**src/rtl/sport_pkg.sv**
```systemverilog
package sport_pkg;
  typedef enum logic {RATE_1X = 1'b0, RATE_2X = 1'b1} rate_e;
endpackage

```
**src/rtl/sport_bitctl.sv**
```systemverilog
module sport_bitctl
  import sport_pkg::*;
#(
  parameter int SLOT_BITS = 32,
  localparam int CNT_W = $clog2(SLOT_BITS)
) (
  input  logic  clk_i,
  input  logic  rst_ni,
  input  logic  fsync_i,
  input  rate_e rate_i,
  output logic  start_o,
  output logic  shift_o,
  output logic  last_o,
  output logic  active_o
);
  localparam logic [CNT_W-1:0] LAST = CNT_W'(SLOT_BITS - 1);

  logic             fs_q, ph_q, act_q;
  logic [CNT_W-1:0] cnt_q;

  assign start_o  = fsync_i & ~fs_q;
  // bit ends every edge at 1x, every second edge at 2x
  assign shift_o  = act_q & ~start_o & ((rate_i == RATE_2X) ? ph_q : 1'b1);
  assign last_o   = shift_o & (cnt_q == LAST);
  assign active_o = act_q;

  always_ff @(posedge clk_i or negedge rst_ni) begin
    if (!rst_ni) begin
      fs_q  <= 1'b0;
      ph_q  <= 1'b0;
      act_q <= 1'b0;
      cnt_q <= '0;
    end else begin
      fs_q <= fsync_i;
      if (start_o) begin
        act_q <= 1'b1;
        ph_q  <= 1'b0;
        cnt_q <= '0;
      end else if (act_q) begin
        ph_q <= (rate_i == RATE_2X) ? ~ph_q : 1'b0;
        if (shift_o) begin
          if (cnt_q == LAST) act_q <= 1'b0;
          else               cnt_q <= cnt_q + 1'b1;
        end
      end
    end
  end
endmodule

```
**src/rtl/sport_shift.sv**
```systemverilog
module sport_shift #(
  parameter int SLOT_BITS = 32
) (
  input  logic                 clk_i,
  input  logic                 rst_ni,
  input  logic                 din_i,
  input  logic                 load_i,
  input  logic [SLOT_BITS-1:0] tx_word_i,
  input  logic                 shift_i,
  input  logic                 last_i,
  output logic                 tx_bit_o,
  output logic [SLOT_BITS-1:0] rx_word_o,
  output logic                 rx_valid_o
);
  logic                 din_neg_q;
  logic [SLOT_BITS-1:0] tx_sr_q, rx_sr_q;
  logic [SLOT_BITS-1:0] rx_next;

  assign rx_next  = {rx_sr_q[SLOT_BITS-2:0], din_neg_q};
  assign tx_bit_o = tx_sr_q[SLOT_BITS-1];

  // receive sample on falling edge
  always_ff @(negedge clk_i or negedge rst_ni) begin
    if (!rst_ni) din_neg_q <= 1'b0;
    else         din_neg_q <= din_i;
  end

  always_ff @(posedge clk_i or negedge rst_ni) begin
    if (!rst_ni) begin
      tx_sr_q    <= '1;
      rx_sr_q    <= '0;
      rx_word_o  <= '0;
      rx_valid_o <= 1'b0;
    end else begin
      rx_valid_o <= last_i;
      if (load_i)       tx_sr_q <= tx_word_i;
      else if (shift_i) tx_sr_q <= {tx_sr_q[SLOT_BITS-2:0], 1'b1};
      if (shift_i) rx_sr_q <= rx_next;
      if (last_i)  rx_word_o <= rx_next;
    end
  end
endmodule

```
**src/rtl/sport_odrv.sv**
```systemverilog
module sport_odrv (
  input  logic active_i,
  input  logic tx_bit_i,
  input  logic force_low_i,
  output logic dout_o,
  output logic dout_oe_o
);
  always_comb begin
    if (active_i) begin
      dout_oe_o = ~tx_bit_i;
      dout_o    = tx_bit_i;
    end else begin
      dout_oe_o = force_low_i;
      dout_o    = 1'b0;
    end
  end
endmodule

```
**src/rtl/voice_sport.sv**
```systemverilog
module voice_sport
  import sport_pkg::*;
#(
  parameter int SLOT_BITS = 32
) (
  input  logic                 clk_i,
  input  logic                 rst_ni,
  input  logic                 rate_2x_i,
  input  logic                 fsync_i,
  input  logic                 din_i,
  input  logic                 force_low_i,
  input  logic [SLOT_BITS-1:0] tx_data_i,
  output logic                 dout_o,
  output logic                 dout_oe_o,
  output logic [SLOT_BITS-1:0] rx_data_o,
  output logic                 rx_valid_o
);
  logic  start, shift, last, win_active, tx_bit;
  rate_e rate;

  assign rate = rate_e'(rate_2x_i);

  sport_bitctl #(.SLOT_BITS(SLOT_BITS)) u_ctl (
    .clk_i   (clk_i),
    .rst_ni  (rst_ni),
    .fsync_i (fsync_i),
    .rate_i  (rate),
    .start_o (start),
    .shift_o (shift),
    .last_o  (last),
    .active_o(win_active)
  );

  sport_shift #(.SLOT_BITS(SLOT_BITS)) u_shift (
    .clk_i     (clk_i),
    .rst_ni    (rst_ni),
    .din_i     (din_i),
    .load_i    (start),
    .tx_word_i (tx_data_i),
    .shift_i   (shift),
    .last_i    (last),
    .tx_bit_o  (tx_bit),
    .rx_word_o (rx_data_o),
    .rx_valid_o(rx_valid_o)
  );

  sport_odrv u_drv (
    .active_i   (win_active),
    .tx_bit_i   (tx_bit),
    .force_low_i(force_low_i),
    .dout_o     (dout_o),
    .dout_oe_o  (dout_oe_o)
  );
endmodule

```
**config.mk**
```make
export PLATFORM = sky130hd
export DESIGN_NAME = voice_sport
export DESIGN_NICKNAME = d
export VERILOG_FILES = /design/src/rtl/sport_pkg.sv /design/src/rtl/sport_bitctl.sv /design/src/rtl/sport_shift.sv /design/src/rtl/sport_odrv.sv /design/src/rtl/voice_sport.sv
export SDC_FILE = /design/constraint.sdc
export NUM_CORES = 1
export LEC_CHECK = 0
export ABC_CLOCK_PERIOD_IN_PS = 2600
export BUFFER_PORTS_ARGS = -buffer_cell sky130_fd_sc_hd__buf_2
export CAP_MARGIN = 25
export CORE_MARGIN = 10
export CORE_UTILIZATION = 55
export DETAILED_ROUTE_END_ITERATION = 6
export MAX_ROUTING_LAYER = met4
export PLACE_DENSITY = 0.87
export SYNTH_ARGS = -nofsm -noshare
export SYNTH_HDL_FRONTEND = slang
export SYNTH_SLANG_ARGS = --single-unit
```
**constraint.sdc**
```tcl
create_clock -name clk_i -period 2.6 [get_ports clk_i]
set_input_delay 0.52 -clock clk_i [delete_from_list [all_inputs] [get_ports clk_i]]
set_output_delay 0.52 -clock clk_i [all_outputs]
set_load 0.05 [all_outputs]
```
Word level (Yosys, flattened, before mapping)
Cells that the tools add are included.
{ "totals": {"register_bits": 105, "in_bits": 38, "output_inout_bits": 35} }
{ "op_classes": {"n_addsub": 1, "eq_ne": 2, "mux": 16, "bitwise": 8, "reduce_logical": 3} }
{ "ops": {"columns": ["operator", "n"], "rows": [
  ["2-to-1 mux 32 bit", 2],
  ["2-to-1 mux 5 bit", 4],
  ["2-to-1 mux 1 bit", 10],
  ["adder 5 x 1 -> 5 bit (second input constant)", 1],
  ["== test 5 bit (second input constant)", 1],
  ["bitwise AND 1 bit", 4],
  ["NOT 1 bit", 4],
  ["nonzero test 2 bit", 2],
  ["AND reduction 3 bit", 1],
  ["!= test 2 x 1 -> 1 bit (second input constant)", 1]
]} }

Depth between registers and ports, before layout
Gate-level depths: netlist of the first run.
{ "depth": {"ltp_word": 8, "mapped_depth": 6, "depth_no_buf": 6} }

Cells and area by module
From an unflattened synthesis of the first run, not the netlist that was laid out.
{ "hier_totals": {"hier_cells": 318, "area_unflattened_um2": 4500.6} }
{ "by_module_without_submodules": {"columns": ["mod", "n_inst", "cells_each", "area_per_inst_um2"], "rows": [
  ["sport_shift", 1, 274, 4073.9],
  ["sport_bitctl", 1, 41, 405.4],
  ["sport_odrv", 1, 3, 21.3]
]} }

==> results of run 1 <==
-- where the power goes --
part	total (mW)	switching, mW	internal (mW)
clock network	1.07	0.576	0.495
logic	0.529	0.243	0.286
registers	2.18	0.193	1.98
-- area by class of cell --
type	count	area, sq um	area share (%)
Multi-Input combinational cell	225	1598	31.48
Antenna cell	2	5.005	0.09862
Clock inverter	6	83.83	1.652
Clock buffer	10	137.6	2.712
Sequential cell	105	2668	52.56
Inverter	2	7.507	0.1479
Tap cell	102	127.6	2.515
Timing Repair Buffer	83	447.9	8.826
-- state kept, by name, indices dropped and copies added (netlist names) --
signal,flops
u_shift.din_neg_q,1
u_shift.rx_sr_q,31
u_ctl.fs_q,1
u_ctl.cnt_q,5
u_shift.rx_valid_o,1
u_ctl.ph_q,1
u_shift.tx_sr_q,32
u_shift.rx_word_o,32
u_ctl.active_o,1
-- routing by layer --
layer	routed length (um)	GRT usage (%)
met1	3756	18.93
met2	4580	25.60
met3	440	4.154
met4	155	5.948
met5	0	-
-- placed cells by master, fill, tap and decap left out, types with 2 or more instances in the layout --
master	n
dfrtp_1	72
nand2b_1	3
a31oi_1	30
mux2_1	30
ha_1	2
dfstp_2	32
nand2_1	4
diode_2	2
buf_2	71
a21oi_1	36
o21ai_0	35
inv_6	2
clkbuf_8	10
nor2b_2	2
nand3_1	5
nor2_1	31
buf_4	11
inv_1	2
mux2i_1	2
mux2_2	33
-- cell families after synthesis --
group,after synthesis,synth area share (%)
AND/OR/NAND/NOR,55,6.335
flip-flops,105,60.29
buffers and inverters,31,3.705
adder cells (fa/ha/maj),2,0.5655
multiplexers,65,16.49
AO/OA/AOI/OAI,103,12.61
-- worst max-delay path by stage --
stage | from | endpoint | cells past startpoint
floorplan | u_ctl.active_o$_DFF_PN0_ | dout_oe_o | 3
global placement | rate_2x_i | u_shift.rx_word_o[10]$_DFFE_PN0P_ | 4
detailed placement | fsync_i | u_shift.rx_word_o[21]$_DFFE_PN0P_ | 4
CTS | u_ctl.cnt_q[0]$_DFFE_PN0P_ | u_shift.rx_word_o[3]$_DFFE_PN0P_ | 5
global route | u_ctl.cnt_q[0]$_DFFE_PN0P_ | u_shift.rx_word_o[30]$_DFFE_PN0P_ | 5
finish | u_ctl.cnt_q[0]$_DFFE_PN0P_ | u_shift.rx_word_o[30]$_DFFE_PN0P_ | 5
-- through the flow --
step / util, % / std cells / power (mW) / cell area (sq um)
2_1_floorplan: - / 361 / 2.545 / 4424
3_3_place_gp: 62.29 / 516 / 2.686 / 4838
3_5_place_dp: 62.29 / 516 / 2.741 / 4838
4_1_cts: 65.27 / 533 / 3.817 / 5070
5_1_grt: 65.34 / 535 / 3.993 / 5075
6_report: 65.34 / 535 / 3.778 / 5075
-- critical path, cell delays in order (launching register included) --
cell     delay (ps)
dfrtp_1         400
ha_1            180
and3_1          160
ha_1            240
nand4_4         510
mux2_1          530
==> Implementation_results.wiki, run 1 <==
{| class="wikitable"
! Metric !! Value
|-
| Sequential cell area fraction in the yosys report || ~60%
|-
| Area growth, synth to finish || 14.71%
|-
| Skew-Pair Late Insertion Delay || around 360 ps
|-
| Worst Slack Setup Final || 444.9 ps
|-
| Clock sink count || about 110
|-
| DRC errors left || 0
|-
| Number of enable-type register cells in the synthesized netlist || 0
|-
| Boundary pin count || 73
|-
| Type of the setup path with the least slack || reg -> reg
|-
| Post-Route Setup TNS || 0 ps
|-
| Pin count of the biggest net entering global routing || 51
|-
| Max-cap violations || 0
|-
| Most frequent cell after synthesis || dfrtp_1
|-
| Average wire per cell in the routed design || around 17 um
|-
| Worst Hold Slack || roughly 300 ps
|-
| Min-Delay Startpoint || fsync_i
|-
| FP Rows || 32
|-
| Quantity of I/O buffers inserted on ports || between 70 and 80
|-
| Hold Crit Endpoint || u_ctl.fs_q$_DFF_PN0_
|-
| Critical Path Sink Type || register
|-
| Initial core utilization || a little under three fifths
|-
| Post-detailed-routing wire length || 8.933 mm
|-
| Post-synth top flop || dfrtp_1
|-
| Total Die Area || approximately 0.012 sq mm
|-
| Hold WC Path Type || in -> reg
|-
| Peak supply drop || slightly below 400 uV
|-
| Yosys top cell by area || dfrtp_1
|-
| Antenna violations before repair || 2
|-
| Post-Syn Area || roughly 0.0044 sq mm
|-
| Setup slack of the worst register-to-register path || about 440 ps
|-
| R2R cell count || 5
|-
| Gr usage total || around 16%
|-
| Final setup violating endpoints || 0
|-
| Clk slew on worst S/H paths || ~100 ps
|-
| FF-to-FF Start || u_ctl.cnt_q[0]$_DFFE_PN0P_
|-
| Cell types with the largest area share after synthesis || dfrtp_1, dfstp_2, mux2_2
|-
| Number of H-tree branching levels || 3
|-
| Violation count after the first detailed-route iteration || 234
|-
| Share of the cycle needed by the critical path after routing || 82.89%
|-
| Number of unique standard cell types used by synthesis || 31
|-
| Startpoint types || register
|-
| Gpl congestion || 0.7988
|-
| Worst reg2reg endpoint || u_shift.rx_word_o[30]$_DFFE_PN0P_
|-
| Worst max-slew margin expressed relative to the limit || 40.19%
|-
| Routed vias/inst || ~5.7
|-
| Fmax || around 0.46 GHz
|-
| Count of hold buffers inserted by post-cts repair || 1
|-
| Gate Count Post-Synth || about 360
|-
| Power Dens Cells || ~740 mW/mm^2
|-
| TritonCTS clock tree || done
|-
| Final ANT Viol Nets || 0
|-
| Final nets || about 470
|-
| Worst slew pin tran || just under 900 ps
|-
| Period minus WS final || 2155 ps
|-
| Total number of yosys warnings || 0
|-
| Number of filler instances in the final layout || between 600 and 700
|-
| Number of hold violations in the final report || 0
|-
| Leakage power || roughly 2.5 nW
|-
| Cts bufs inserted || 9
|-
| Post-Place Worst Slack || ~390 ps
|-
| Floorplan core area || ~0.0078 sq mm
|-
| Unrepaired setup endpoints after global routing || false
|-
| Net Count, Synth || between 400 and 500
|-
| First-pass GRT wire length || around 15 mm
|-
| Post-Route Skew || approximately 23 ps
|-
| Post-CTS Setup Inserts || 0
|-
| Chip height || 109.7 um
|-
| Required @ worst endpoint || approximately 2800 ps
|-
| Sum of overflow across all layers after global routing || 0
|-
| Number of cells on the worst hold path || 1
|-
| Mean instance size in the synthesized netlist || 12.26 sq um
|-
| Clock root buffer master || clkbuf_8
|-
| Run status || finished, final reports clean
|-
| Worst-path fanout max || 33
|-
| Share of cells above drive strength 1 || between 30% and 40%
|-
| Horizontal die dimension || about 110 um
|-
| Number of gates given a new drive strength after cts || 0
|-
| Critical Path AT || ~2400 ps
|-
| Share of async-settable or async-resettable flops after synthesis || between 90% and 100%
|-
| Number of global-route vias before repair || 3114
|-
| List of most frequent post-synthesis cells || dfrtp_1, a21oi_1, o21ai_0, mux2_2, dfstp_2
|-
| Number of max-slew violations in the final report || 0
|-
| Vias post-DR || approximately 3000
|-
| Clk buf depth || 2
|-
| Register bit total from synthesis || 105
|-
| Top-area cell type share of the netlist area || between 40% and 50%
|-
| Detailed placement HPWL || roughly 6.1 mm
|-
| Drt pass-1 iters || 4
|}
Power figures use the tool's default switching activity.
==> run 2: changes to the inputs <==
--- a/config.mk
+++ b/config.mk
@@ -5,7 +5,8 @@
 export SDC_FILE = /design/constraint.sdc
 export NUM_CORES = 1
 export LEC_CHECK = 0
-export ABC_CLOCK_PERIOD_IN_PS = 2600
+export ABC_AREA = 1
+export ABC_CLOCK_PERIOD_IN_PS = 2300
 export BUFFER_PORTS_ARGS = -buffer_cell sky130_fd_sc_hd__buf_2
 export CAP_MARGIN = 25
 export CORE_MARGIN = 10
==> constraint.sdc (replaced) <==
create_clock -name clk_i -period 2.3 [get_ports clk_i]
set_input_delay 0.46 -clock clk_i [delete_from_list [all_inputs] [get_ports clk_i]]
set_output_delay 0.46 -clock clk_i [all_outputs]
set_load 0.05 [all_outputs]
==> Implementation_results.wiki, run 2 <==
{| class="wikitable"
! Metric !! Value
|-
| Floorplan core area || 0.007848 sq mm (+1.0%)
|-
| Chip height || 110.4 um (+0.67%)
|-
| Post-Syn Area || 0.004497 sq mm (+1.6%)
|-
| Antenna violations before repair || 1 (-1)
|-
| Clk buf depth || 2 (unchanged)
|-
| Number of enable-type register cells in the synthesized netlist || 0 (unchanged)
|-
| Average wire per cell in the routed design || 14.01 um (-16%)
|-
| Cell types with the largest area share after synthesis || dfrtp_1, dfstp_2, nand2_1
|-
| Fmax || 0.5255 GHz (+13%)
|-
| Routed vias/inst || 5.351 (-5.6%)
|-
| Sum of overflow across all layers after global routing || 0 (unchanged)
|-
| Critical Path Sink Type || register
|-
| Share of the cycle needed by the critical path after routing || 82.74% (-0.14 points)
|-
| Post-synth top flop || dfrtp_1
|-
| TritonCTS clock tree || done
|-
| Initial core utilization || 57.30% (+0.34 points)
|-
| Count of hold buffers inserted by post-cts repair || 0 (-1)
|-
| Worst max-slew margin expressed relative to the limit || 51.59% (+11 points)
|-
| Net Count, Synth || 560 (+40%)
|-
| Sequential cell area fraction in the yosys report || 59.32% (-0.97 points)
|-
| Leading cell types in the layout, fill and taps excluded || nand2_1, nand3_1, dfrtp_1, buf_2
|-
| Worst path bufs/invs || 2 (+2)
|-
| Startpoint types || register
|-
| Critical Path AT || 2210 ps (-180 ps)
|-
| Top Family by Delay on Critical Path || buffers and inverters
|-
| Post-detailed-routing wire length || 9.583 mm (+7.3%)
|-
| Maximum single-stage delay on the critical path || 550 ps (+20 ps)
|-
| Clock sink count || 105 (unchanged)
|-
| Number of max-slew violations in the final report || 0 (unchanged)
|-
| Final setup violating endpoints || 0 (unchanged)
|-
| Hold WC Path Type || in -> async
|-
| Post-Route Setup TNS || 0 ps (unchanged)
|-
| Power Dens Cells || 792.4 mW/mm^2 (+6.4%)
|-
| List of most frequent post-synthesis cells || nand2_1, nand3_1, dfrtp_1, dfstp_2, nand4_1
|-
| Clock root buffer master || clkbuf_8
|-
| Worst-path fanout max || 61 (+85%)
|-
| Skew-Pair Late Insertion Delay || 360 ps (about the same)
|-
| Gate Count Post-Synth || 520 (+44%)
|-
| Number of H-tree branching levels || 3 (unchanged)
|-
| Mean instance size in the synthesized netlist || 8.648 sq um (-29%)
|-
| Largest registers || u_shift.rx_word_o x32, u_shift.tx_sr_q x32, u_shift.rx_sr_q x31
|-
| Gr usage total || 16.12% (+0.19 points)
|-
| Number of global-route vias before repair || 3546 (+14%)
|-
| Most common library cell in the layout ignoring fill and taps || nand2_1
|-
| Period minus WS final || 1903 ps (-252.0 ps)
|-
| R2R cell count || 5 (unchanged)
|-
| Register bit total from synthesis || 105 (unchanged)
|-
| WP depth || 5 (unchanged)
|-
| Number of hold violations in the final report || 0 (unchanged)
|-
| Leakage power || 2.786 nW (+13%)
|-
| Violation count after the first detailed-route iteration || 221 (-5.6%)
|-
| Detailed placement HPWL || 6.166 mm (+0.71%)
|-
| Quantity of I/O buffers inserted on ports || 72 (unchanged)
|-
| Vias post-DR || 3660 (+21%)
|-
| Max-cap violations || 0 (unchanged)
|-
| Post-Route Skew || 18.26 ps (-5.235 ps)
|-
| Worst-path cell chain || inv_2 -> nor2_4 -> buf_4 -> nand4_1 -> nand2_1
|-
| Cts bufs inserted || 9 (unchanged)
|-
| Most frequent cell after synthesis || nand2_1
|-
| Library cell contributing the largest single delay on the critical path || buf_4
|-
| Peak supply drop || 377.6 uV (-3.1%)
|-
| Final nets || 616 (+32%)
|-
| Total number of yosys warnings || 0 (unchanged)
|-
| Drt pass-1 iters || 5 (+1)
|-
| Gpl congestion || 0.8066 (+0.98%)
|-
| Worst slew pin tran || 725.3 ps (-167.7 ps)
|-
| Area growth, synth to finish || 13.75%
|-
| FF-to-FF Start || u_ctl.active_o$_DFF_PN0_
|-
| FP Rows || 32 (unchanged)
|-
| Share of async-settable or async-resettable flops after synthesis || 100.0% (unchanged)
|-
| DRC errors left || 0 (unchanged)
|-
| Worst reg2reg endpoint || u_shift.rx_word_o[20]$_DFFE_PN0P_
|-
| Number of unique standard cell types used by synthesis || 21 (-32%)
|-
| Horizontal die dimension || 110.4 um (+0.67%)
|-
| Required @ worst endpoint || 2600 ps (-240 ps)
|-
| First-pass GRT wire length || 16.49 mm (+10%)
|-
| Clk slew on worst S/H paths || 100 ps (about the same)
|-
| Pin count of the biggest net entering global routing || 105 (+110%)
|-
| Worst Slack Setup Final || 396.9 ps (-48.02 ps)
|-
| Yosys top cell by area || dfrtp_1
|-
| Type of the setup path with the least slack || reg -> reg
|-
| Run status || finished, final reports clean
|-
| Number of filler instances in the final layout || 652 (+8.3%)
|-
| Setup slack of the worst register-to-register path || 400 ps (-50 ps)
|-
| Top-area cell type share of the netlist area || 40.07% (-0.66 points)
|-
| Share of cells above drive strength 1 || 23.24% (-16 points)
|-
| Unrepaired setup endpoints after global routing || false
|-
| Boundary pin count || 73 (unchanged)
|-
| Total Die Area || 0.01219 sq mm (+1.3%)
|-
| Final ANT Viol Nets || 0 (unchanged)
|-
| Post-Place Worst Slack || 77.28 ps (-311.0 ps)
|}
-- run 2: cell families after synthesis --
kind of cell	synth area share [%]
flip-flops	59.32
adder cells (fa/ha/maj)	0.5564
AND/OR/NAND/NOR	34.81
buffers and inverters	4.647
AO/OA/AOI/OAI	0.6678
-- run 2: layout make-up --
type	instances	area, sq um	area share [%]
flip-flops and latches	105	2668	52.15
multi-input cells	367	1627	31.80
repair buffers	81	442.9	8.659
clock buffers	10	137.6	2.691
well taps	102	127.6	2.495
clock inverters	6	65.06	1.272
inverters	12	45.04	0.8806
diodes	1	2.502	0.04892
-- run 2: routing by layer --
layer / track usage (%) / up-vias / routed length, um
met1: 20.97 / 1739 / 4478
met4: 6.563 / 0 / 176
li1: - / 1807 / -
met3: 3.836 / 17 / 469
met2: 23.71 / 97 / 4458
met5: - / - / 0
-- run 2: worst reg2reg max path: stages, from the launching register on --
cell	delay, ps
dfrtp_1	480
inv_2	130
nor2_4	380
buf_4	560
nand4_1	190
nand2_1	110
-- run 2: timing repair --
item	4_1_cts	5_1_grt
setup endpoints to repair	0	29
gates resized for setup	0	0
setup buffers	0	0
-- run 2: how the worst max path moves through the flow --
stage	start	endpoint	slack, ps
6_report	u_ctl.active_o$_DFF_PN0_	u_shift.rx_word_o[20]$_DFFE_PN0P_	400
5_1_grt	u_ctl.cnt_q[0]$_DFFE_PN0P_	u_ctl.cnt_q[3]$_DFFE_PN0P_	220
4_1_cts	u_ctl.active_o$_DFF_PN0_	u_shift.rx_word_o[20]$_DFFE_PN0P_	170
3_5_place_dp	fsync_i	u_shift.rx_word_o[20]$_DFFE_PN0P_	80
3_3_place_gp	fsync_i	u_shift.rx_sr_q[24]$_DFFE_PN0P_	110
2_1_floorplan	u_ctl.active_o$_DFF_PN0_	dout_oe_o	440
-- run 2: report_power, final --
group | leakage [nW] | switching (mW) | total [mW] | internal [mW]
Sequential | 1.32 | 0.185 | 2.35 | 2.16
Clock | 0.103 | 0.624 | 1.16 | 0.537
Combinational | 1.36 | 0.340 | 0.543 | 0.203
-- run 2: metrics by stage --
stage,instances,util [%],hold slack [ps],instance area (sq um),power [mW]
after global routing,684,65.18,218.2,5115,4.298
after detailed placement,666,62.48,454.3,4903,2.926
after CTS,682,65.07,212.3,5106,4.089
final,684,65.18,166.1,5115,4.053
after global placement,666,62.48,448.7,4903,2.885
after floorplan,520,-,164.4,4497,2.730
